`src/rtl/spi_core_pkg.sv`:
```
package spi_core_pkg;
  typedef enum logic {ST_IDLE, ST_SHIFT} eng_state_t;

  localparam int CS_FORCE_BIT = 0;
  localparam int CS_AUTO_BIT  = 1;
  localparam int CS_SEL_LSB   = 2;
endpackage

```
`src/rtl/spi_sample_path.sv`:
```
module spi_sample_path (
  input  logic clk,
  input  logic rst,
  input  logic loopback,
  input  logic hs_mode,
  input  logic miso,
  input  logic mosi_loop,
  output logic sample_bit
);
  logic miso_q;
  logic hs_eff;

  always_ff @(posedge clk) begin
    if (rst) miso_q <= 1'b0;
    else     miso_q <= miso;
  end

  always_comb begin
    hs_eff = hs_mode && !loopback;
    if (loopback)    sample_bit = mosi_loop;
    else if (hs_eff) sample_bit = miso_q;
    else             sample_bit = miso;
  end
endmodule

```
`src/rtl/spi_cs_drive.sv`:
```
module spi_cs_drive
  import spi_core_pkg::*;
#(
  parameter  int NUM_CS  = 4,
  localparam int SEL_W   = (NUM_CS > 1) ? $clog2(NUM_CS) : 1,
  localparam int LVL_LSB = CS_SEL_LSB + SEL_W,
  localparam int CTRL_W  = LVL_LSB + NUM_CS
) (
  input  logic              clk,
  input  logic              rst,
  input  logic [CTRL_W-1:0] ctrl,
  input  logic              busy_nxt,
  output logic [NUM_CS-1:0] cs_n
);
  logic             manual;
  logic [SEL_W-1:0] sel;

  assign manual = ctrl[CS_FORCE_BIT] && !ctrl[CS_AUTO_BIT];
  assign sel    = ctrl[CS_SEL_LSB +: SEL_W];

  for (genvar k = 0; k < NUM_CS; k++) begin : g_line
    logic cs_q;
    always_ff @(posedge clk) begin
      if (rst)         cs_q <= 1'b1;
      else if (manual) cs_q <= ctrl[LVL_LSB + k];
      else             cs_q <= !(busy_nxt && (sel == SEL_W'(k)));
    end
    assign cs_n[k] = cs_q;
  end
endmodule

```
`src/rtl/spi_bit_engine.sv`:
```
module spi_bit_engine
  import spi_core_pkg::*;
#(
  parameter  int DATA_W = 32,
  localparam int LEN_W  = $clog2(DATA_W),
  localparam int HALF_W = LEN_W + 1
) (
  input  logic              clk,
  input  logic              rst,
  input  logic              bit_tick,
  input  logic              run,
  input  logic [LEN_W-1:0]  cfg_len,
  input  logic              cfg_in_first,
  input  logic              cfg_clk_idle_high,
  input  logic              tx_empty,
  input  logic [DATA_W-1:0] tx_data,
  input  logic              sample_bit,
  output logic              tx_pop,
  output logic              rx_push,
  output logic [DATA_W-1:0] rx_data,
  output logic              underrun,
  output logic              sclk,
  output logic              mosi,
  output logic              busy_nxt
);
  eng_state_t        state_q;
  logic [HALF_W-1:0] half_q;
  logic [LEN_W-1:0]  len_q;
  logic              first_q;
  logic [DATA_W-1:0] tx_sh, rx_sh, rx_nxt, rxd_q;
  logic              mosi_q, sclk_q, pop_q, push_q, urun_q, stall_q;
  logic              in_shift, load, last_half, sample_now, step;

  always_comb begin
    in_shift   = (state_q == ST_SHIFT);
    load       = (state_q == ST_IDLE) && run && !tx_empty;
    last_half  = (half_q == {len_q, 1'b1});
    sample_now = first_q ? !half_q[0] : half_q[0];
    step       = in_shift && bit_tick;
    rx_nxt     = sample_now ? {rx_sh[DATA_W-2:0], sample_bit} : rx_sh;
    busy_nxt   = load || (in_shift && !(step && last_half));
  end

  always_ff @(posedge clk) begin
    if (rst) begin
      state_q <= ST_IDLE;
      half_q  <= '0;
      len_q   <= '0;
      first_q <= 1'b0;
      tx_sh   <= '0;
      rx_sh   <= '0;
      rxd_q   <= '0;
      mosi_q  <= 1'b0;
      sclk_q  <= cfg_clk_idle_high;
      pop_q   <= 1'b0;
      push_q  <= 1'b0;
      urun_q  <= 1'b0;
      stall_q <= 1'b0;
    end else begin
      pop_q  <= load;
      push_q <= 1'b0;
      urun_q <= 1'b0;
      if (!in_shift) begin
        sclk_q <= cfg_clk_idle_high;
        if (load) begin
          state_q <= ST_SHIFT;
          half_q  <= '0;
          len_q   <= cfg_len;
          first_q <= cfg_in_first;
          tx_sh   <= tx_data;
          rx_sh   <= '0;
          mosi_q  <= tx_data[cfg_len];
          stall_q <= 1'b0;
        end else if (run && tx_empty && !stall_q) begin
          urun_q  <= 1'b1;
          stall_q <= 1'b1;
        end else if (!run) begin
          stall_q <= 1'b0;
        end
      end else if (step) begin
        sclk_q <= !sclk_q;
        half_q <= half_q + 1'b1;
        rx_sh  <= rx_nxt;
        if (!sample_now && (half_q != '0)) begin
          tx_sh  <= tx_sh << 1;
          mosi_q <= tx_sh[len_q - 1'b1];
        end
        if (last_half) begin
          state_q <= ST_IDLE;
          push_q  <= 1'b1;
          rxd_q   <= rx_nxt;
        end
      end
    end
  end

  assign tx_pop   = pop_q;
  assign rx_push  = push_q;
  assign rx_data  = rxd_q;
  assign underrun = urun_q;
  assign sclk     = sclk_q;
  assign mosi     = mosi_q;
endmodule

```
`src/rtl/spi_shift_core.sv`:
```
module spi_shift_core
  import spi_core_pkg::*;
#(
  parameter  int DATA_W = 32,
  parameter  int NUM_CS = 4,
  localparam int LEN_W  = $clog2(DATA_W),
  localparam int SEL_W  = (NUM_CS > 1) ? $clog2(NUM_CS) : 1,
  localparam int CTRL_W = CS_SEL_LSB + SEL_W + NUM_CS
) (
  input  logic              clk,
  input  logic              rst,
  input  logic              bit_tick,
  input  logic              run,
  input  logic [LEN_W-1:0]  cfg_len,
  input  logic              cfg_in_first,
  input  logic              cfg_loopback,
  input  logic              cfg_hs_mode,
  input  logic              cfg_clk_idle_high,
  input  logic [CTRL_W-1:0] cfg_cs_ctrl,
  input  logic              tx_empty,
  input  logic [DATA_W-1:0] tx_data,
  output logic              tx_pop,
  output logic              rx_push,
  output logic [DATA_W-1:0] rx_data,
  output logic              underrun,
  output logic              sclk,
  output logic              mosi,
  input  logic              miso,
  output logic [NUM_CS-1:0] cs_n
);
  logic sample_bit;
  logic mosi_int;
  logic busy_nxt;

  spi_sample_path u_sample (
    .clk       (clk),
    .rst       (rst),
    .loopback  (cfg_loopback),
    .hs_mode   (cfg_hs_mode),
    .miso      (miso),
    .mosi_loop (mosi_int),
    .sample_bit(sample_bit)
  );

  spi_bit_engine #(.DATA_W(DATA_W)) u_engine (
    .clk              (clk),
    .rst              (rst),
    .bit_tick         (bit_tick),
    .run              (run),
    .cfg_len          (cfg_len),
    .cfg_in_first     (cfg_in_first),
    .cfg_clk_idle_high(cfg_clk_idle_high),
    .tx_empty         (tx_empty),
    .tx_data          (tx_data),
    .sample_bit       (sample_bit),
    .tx_pop           (tx_pop),
    .rx_push          (rx_push),
    .rx_data          (rx_data),
    .underrun         (underrun),
    .sclk             (sclk),
    .mosi             (mosi_int),
    .busy_nxt         (busy_nxt)
  );

  spi_cs_drive #(.NUM_CS(NUM_CS)) u_cs (
    .clk     (clk),
    .rst     (rst),
    .ctrl    (cfg_cs_ctrl),
    .busy_nxt(busy_nxt),
    .cs_n    (cs_n)
  );

  assign mosi = mosi_int;
endmodule

```
`config.mk`:
```
export PLATFORM = sky130hd
export DESIGN_NAME = spi_shift_core
export DESIGN_NICKNAME = d
export VERILOG_FILES = /design/src/rtl/spi_core_pkg.sv /design/src/rtl/spi_sample_path.sv /design/src/rtl/spi_cs_drive.sv /design/src/rtl/spi_bit_engine.sv /design/src/rtl/spi_shift_core.sv
export SDC_FILE = /design/constraint.sdc
export NUM_CORES = 1
export LEC_CHECK = 0
export BUFFER_PORTS_ARGS = -buffer_cell sky130_fd_sc_hd__buf_2
export CAP_MARGIN = 20
export CORE_UTILIZATION = 57
export CTS_CLUSTER_SIZE = 12
export DETAILED_ROUTE_END_ITERATION = 7
export PLACE_DENSITY = 0.82
export SYNTH_ARGS = -nofsm -noshare
export SYNTH_HDL_FRONTEND = slang
export SYNTH_SLANG_ARGS = --single-unit
```
`constraint.sdc`:
```
create_clock -name clk -period 2.8 [get_ports clk]
set_input_delay 0.56 -clock clk [delete_from_list [all_inputs] [get_ports clk]]
set_output_delay 0.56 -clock clk [all_outputs]
set_load 0.1 [all_outputs]
```
==> flow_metrics.env, run 1 <==
export IMPL_status="complete, no violations"
export IMPL_cts_resized=0
export IMPL_grt_max_degree=120
export IMPL_cts_inserted_buffers=17
export IMPL_drt_pre_antenna_iters=5
export IMPL_synth_async_reset_ratio_pct=0
export IMPL_postRouteAntennaNets=0
export IMPL_p_sw_uw=1220
export IMPL_rsz0062_at_grt="no"
export IMPL_synth_seq_cells=120
export IMPL_syn_to_final_growth_pct=18.0
export IMPL_synth_area_leaders="dfxtp_1 (41%), mux2i_1 (12%), nor2_1 (7.4%), a211oi_2 (6.0%), mux4_2 (5.4%)"
export IMPL_synth_cells=594
export IMPL_h_tree_depth=4
export IMPL_post_cts_buffers=0
export IMPL_root_buffer="clkbuf_8"
export IMPL_cp_end_kind="flop"
export IMPL_final_cell_mix="dfxtp_1 (118), nor2_1 (115), buf_2 (94)"
export IMPL_antenna_found_initial=0
export IMPL_synth_fp_nets=652
export IMPL_dp_hpwl_um=8740
export IMPL_slowest_delay_ns=0.62
export IMPL_diodes=0
export IMPL_period_share_pct=81.9
export IMPL_synth_largest_area_cell="dfxtp_1"
export IMPL_period_minus_slack_ns=2.29
export IMPL_crit_path_start="u_engine.len_q[2]$_SDFFE_PP0P_"
export IMPL_slew_viol_final=0
export IMPL_initial_utilization_pct=59.3
export IMPL_die_area_um2=10700
export IMPL_grt_util_all_layers_pct=26.3
export IMPL_clk_latency_ns=0.53
export IMPL_cp_required_ns=3.24
export IMPL_switching_share_pct=27.2
export IMPL_yosysUniqueCellTypes=51
export IMPL_synth_edff_count=1
export IMPL_ys_flop_type="dfxtp_1"
export IMPL_p_seq_share_pct=40.4
export IMPL_vias_per_cell=5.93
export IMPL_cp_max_fo=45
export IMPL_p_leak_uw=0.00276
export IMPL_hold_depth=3
export IMPL_slowest_stage="dfxtp_1"
export IMPL_vias=4812
export IMPL_min_path_type="input pin to flop"
export IMPL_fin_worst_skew_ns=0.0102
export IMPL_synth_area_um2=5850
export IMPL_power_density_nw_per_um2=649
export IMPL_internal_power_uw=3260
export IMPL_crit_chain="xnor2_1, nand4_1, nor4_4, buf_4, nor2_1, a211oi_2"
export IMPL_wl_per_cell_um=16.5
export IMPL_start_kind="flop"
export IMPL_setup_viol=0
export IMPL_tns_ns=0
export IMPL_relSlewSlack_pct=50.5
export IMPL_pwr_share_clk_pct=47.5
export IMPL_combPwrFrac_pct=12.1
export IMPL_fp_dieH_um=103
export IMPL_port_buffers=95
export IMPL_clk_pin_slew_ns=0.06
export IMPL_final_nets=723
export IMPL_tightest_slew_ns=0.739
export IMPL_fmax_ghz=0.436
export IMPL_cts_tree="yes"
export IMPL_grt_pass1_wl_um=21500
export IMPL_wl_um=13400
export IMPL_fp_dieW_um=103
export IMPL_drc_errors=0
export IMPL_finalHoldViolations=0
export IMPL_place_congestion=0.847
export IMPL_postCtsHoldBufs=0
export IMPL_worst_endpoint_arrival_ns=2.74
export IMPL_yosysSeqAreaShare_pct=41.2
export IMPL_core_um2=9860
export IMPL_grt_pass1_vias=4456
export IMPL_synth_avg_cell_area_um2=9.85
export IMPL_final_common_cell="dfxtp_1"
export IMPL_maxCapViolations=0
export IMPL_clock_sinks=120
export IMPL_r2r_end="u_engine.rx_data[27]$_SDFFE_PP0P_"
export IMPL_yosys_area_top_type_share_pct=40.7
export IMPL_drtIter0Drc=308
export IMPL_reg2reg_depth=6
export IMPL_endpoint="u_engine.rx_data[27]$_SDFFE_PP0P_"
export IMPL_overflow=0
export IMPL_pin_count=96
export IMPL_n_fill_cell=699
export IMPL_register_area_um2=2410
export IMPL_multi_input_area_um2=3120
export IMPL_reg2reg_slack_ns=0.51
export IMPL_irDropWorstVdd_mv=0.382
export IMPL_finalPower_uw=4480
export IMPL_rows=36
export IMPL_path_class="flop to flop"
export IMPL_clockBufferDepth=2
export IMPL_yosys_warnings=0
export IMPL_reg2reg_from="u_engine.len_q[2]$_SDFFE_PP0P_"
export IMPL_drive_gt1_share_pct=28.6
[power by group through the flow]
stage | sequential [µW] | clock [µW] | combinational [µW]
after floorplan | 1880 | 0 | 367
after global placement | 1840 | 0 | 515
after detailed placement | 1840 | 0 | 531
after CTS | 1810 | 2150 | 538
after global routing | 1810 | 2240 | 581
final | 1810 | 2130 | 540
[layer usage]
metal,vias to the layer above,routed length [µm],track usage [%]
met3,27,744,7.12
li1,2305,-,-
met4,0,238,8.99
met2,176,6500,43.0
met1,2304,5910,33.8
met5,-,0,0
[flip-flops by register name, summed over array words and instances, names as in the netlist]
signal             cells
u_engine.tx_sh        32
u_engine.first_q       1
u_engine.rx_push       1
u_engine.tx_pop        1
u_engine.len_q         5
u_engine.rx_data      32
u_engine.half_q        6
u_engine.sclk          1
u_engine.underrun      1
u_sample.miso_q        1
u_engine.stall_q       1
u_engine.rx_sh        32
u_engine.in_shift      1
u_engine.mosi          1
u_cs.g_line.cs_q       4
[kinds of logic (layout without fill, tap and decap cells)]
kind of cell,after synthesis,in the layout,synth area share [%]
AND/OR/NAND/NOR,180,180,13.6
AO/OA/AOI/OAI,126,126,18.2
flip-flops,120,120,41.2
multiplexers,87,87,18.2
buffers and inverters,65,149,6.03
XOR/XNOR,13,13,2.20
adder cells (fa/ha/maj),3,3,0.642
[per-stage QoR]
step           std cells  utilization (%)  setup slack [ns]  hold WS, ns  area [µm²]
2_1_floorplan        594                -             0.530        0.398        5850
3_3_place_gp         779             64.1             0.512        0.405        6320
3_5_place_dp         779             64.1             0.400        0.412        6320
4_1_cts              811             70.0             0.522        0.277        6900
5_1_grt              811             70.0             0.341        0.282        6900
6_report             811             70.0             0.508        0.293        6900
[how the worst min path moves through the flow]
stage	slack, ns	endpoint	startpoint
CTS	0.28	u_engine.first_q$_SDFFE_PP0P_	cfg_in_first
floorplan	0.40	u_engine.underrun$_SDFF_PP0_	u_engine.stall_q$_SDFFE_PP0P_
detailed placement	0.41	u_engine.underrun$_SDFF_PP0_	u_engine.stall_q$_SDFFE_PP0P_
global route	0.28	u_engine.first_q$_SDFFE_PP0P_	cfg_in_first
global placement	0.40	u_engine.underrun$_SDFF_PP0_	u_engine.stall_q$_SDFFE_PP0P_
finish	0.29	u_engine.first_q$_SDFFE_PP0P_	cfg_in_first
[critical path, delay by kind of cell (launching register included)]
family                    cells  cell delay [ns]
and+or+nand+nor               3             0.66
DFF                           1             0.62
buffers and inverters         1             0.54
AOI/OAI and AO/OA             1             0.21
xor gates and xnor gates      1             0.17
[synthesized netlist by cell type, types with 2 or more instances]
master	instances
o21ai_0	5
nor2b_1	3
buf_2	15
mux2i_1	72
xor2_1	6
nor4b_1	2
a211oi_1	34
buf_4	12
and2_1	2
nand2b_1	3
a22oi_1	33
buf_6	6
and3_1	2
a21oi_1	11
o21bai_1	4
clkbuf_1	24
dfxtp_1	119
nor4_1	3
nand3_1	8
ha_1	3
a211oi_2	28
inv_1	8
nand4_1	4
xnor2_1	5
nor3_1	4
mux4_2	14
nand2_1	25
nor2_1	116
[layout make-up]
cell class | instances | share of cell area [%]
clock inverter | 14 | 2.34
inverter | 8 | 0.435
multi-input combinational | 409 | 45.2
clock buffer | 18 | 6.05
tap | 133 | 2.41
sequential | 120 | 35.0
timing repair buffer | 109 | 8.63
No activity file was read; power rests on OpenSTA's default activity.
==> run 2: changes to the inputs <==
==> constraint.sdc (replaced) <==
create_clock -name clk -period 2.2 [get_ports clk]
set_input_delay 0.44 -clock clk [delete_from_list [all_inputs] [get_ports clk]]
set_output_delay 0.44 -clock clk [all_outputs]
set_load 0.1 [all_outputs]
==> run 2 against run 1 <==
- clock power rose by 24%
- non-clock buffer count increased by 3
- hold slack worse by 0.13 ns
- utilization rose by 0.63 points
- die area is the same
- largest cell class unchanged
==> flow_metrics.env, run 2 (synthesis gave the netlist of run 1 again) <==
export IMPL_initial_utilization_pct=59.3
export IMPL_clockBufferDepth=2
export IMPL_h_tree_depth=4
export IMPL_fp_dieH_um=103
export IMPL_holdWs_ns=0.161
export IMPL_final_nets=726
export IMPL_fmax_ghz=0.484
export IMPL_grt_max_degree=120
export IMPL_wl_per_cell_um=16.2
export IMPL_p_leak_uw=0.00279
export IMPL_drive_gt1_share_pct=29.5
export IMPL_overflow=0
export IMPL_cp_end_kind="flop"
export IMPL_irDropWorstVdd_mv=0.546
export IMPL_period_minus_slack_ns=2.06
export IMPL_start_kind="flop"
export IMPL_period_share_pct=93.8
export IMPL_cts_inserted_buffers=17
export IMPL_core_um2=9860
export IMPL_final_util_pct=70.6
export IMPL_drc_errors=0
export IMPL_rows=36
export IMPL_fp_dieW_um=103
export IMPL_vias_per_cell=5.87
export IMPL_clk_pin_slew_ns=0.06
export IMPL_cts_tree="yes"
export IMPL_postCtsHoldBufs=0
export IMPL_pin_count=96
export IMPL_maxCapViolations=0
export IMPL_relSlewSlack_pct=58.7
export IMPL_setup_viol=0
export IMPL_final_cell_mix="dfxtp_1 (117), nor2_1 (115), buf_2 (94)"
export IMPL_worst_endpoint_arrival_ns=2.43
export IMPL_clock_sinks=120
export IMPL_status="complete, no violations"
export IMPL_place_congestion=0.838
export IMPL_final_cells=815
export IMPL_syn_to_final_growth_pct=19.1
export IMPL_root_buffer="clkbuf_8"
export IMPL_finalHoldViolations=0
export IMPL_dp_hpwl_um=8600
export IMPL_die_area_um2=10700
export IMPL_min_path_type="input pin to flop"
export IMPL_slew_viol_final=0
export IMPL_slowest_delay_ns=0.55
export IMPL_path_class="flop to flop"
export IMPL_final_cell_area_um2=6970
export IMPL_crit_family="multiplexers"
export IMPL_n_fill_cell=704
export IMPL_cp_required_ns=2.57
export IMPL_grt_util_all_layers_pct=25.9
export IMPL_path_buf_inv=1
export IMPL_drt_pre_antenna_iters=7
export IMPL_final_common_cell="dfxtp_1"
export IMPL_tightest_slew_ns=0.619
export IMPL_vias=4784
export IMPL_power_density_nw_per_um2=809
export IMPL_cp_max_fo=6
export IMPL_wl_um=13200
export IMPL_drtIter0Drc=269
export IMPL_grt_pass1_vias=4380
export IMPL_postRouteAntennaNets=0
export IMPL_grt_pass1_wl_um=21100
export IMPL_port_buffers=95
export IMPL_rsz0062_at_grt="no"
export IMPL_slowest_stage="mux4_2"
export IMPL_tns_ns=0
export IMPL_clk_latency_ns=0.52
export IMPL_dp_cells=781
export IMPL_fin_worst_skew_ns=0.0125
export IMPL_dpl_cell_area_um2=6380
export IMPL_antenna_found_initial=0
export IMPL_crit_chain="inv_2, ha_1, mux4_2, a22oi_2, nor3_2, o2111ai_1, a311oi_2"
==> run 2: stage by stage <==
stage               power (µW)  setup slack (ns)
floorplan                 2860           0.00989
global placement          3010             0.126
detailed placement        3040            0.0787
CTS                       5660             0.109
global route              5830            0.0253
finish                    5640             0.136
==> run 2: worst paths after layout <==
check	from	end	slack (ns)	cells after the start
max	u_engine.len_q[0]$_SDFFE_PP0P_	u_engine.mosi$_SDFFE_PP0P_	0.14	7
min	miso	u_sample.miso_q$_SDFF_PP0_	0.16	2
max reg2reg	u_engine.len_q[0]$_SDFFE_PP0P_	u_engine.mosi$_SDFFE_PP0P_	0.14	7
min reg2reg	u_engine.stall_q$_SDFFE_PP0P_	u_engine.underrun$_SDFF_PP0_	0.43	1
==> run 2: repair_timing <==
action	4_1_cts	5_1_grt
endpoints found under the hold margin	0	0
gates resized for setup	0	1
setup buffers	0	0
setup endpoints to repair	0	1
==> run 2: where the power goes <==
| part | switching [µW] | total [µW] | internal [µW] |
|---|---|---|---|
| logic | 425 | 700 | 275 |
| clock network | 1040 | 2640 | 1600 |
| registers | 55.7 | 2300 | 2240 |
==> run 2: worst register-to-register path: cells and delay by family (launching register included) <==
family / cells / cell delay, ns
buffers and inverters: 1 / 0.04
adder cells (fa/ha/maj): 1 / 0.30
multiplexers: 1 / 0.55
flip-flops: 1 / 0.40
AO/OA/AOI/OAI: 3 / 0.55
AND/OR/NAND/NOR: 1 / 0.06
==> run 2: per-layer routing <==
layer  up-vias  GRT usage, %  part of all wire, %
met1      2303          33.8                   45
met5         -             0                    0
met4         0          10.4                  1.2
met2       159          40.6                   48
li1       2299             -                    -
met3        23          7.53                  6.2
==> run 2: area by class of cell <==
cell class / instances / area [µm²] / area share (%)
tap: 133 / 166 / 2.39
timing repair buffer: 112 / 659 / 9.46
inverter: 8 / 30.0 / 0.431
antenna: 1 / 2.50 / 0.0359
clock buffer: 20 / 455 / 6.54
multi-input combinational: 409 / 3120 / 44.8
sequential: 120 / 2420 / 34.7
clock inverter: 12 / 113 / 1.62
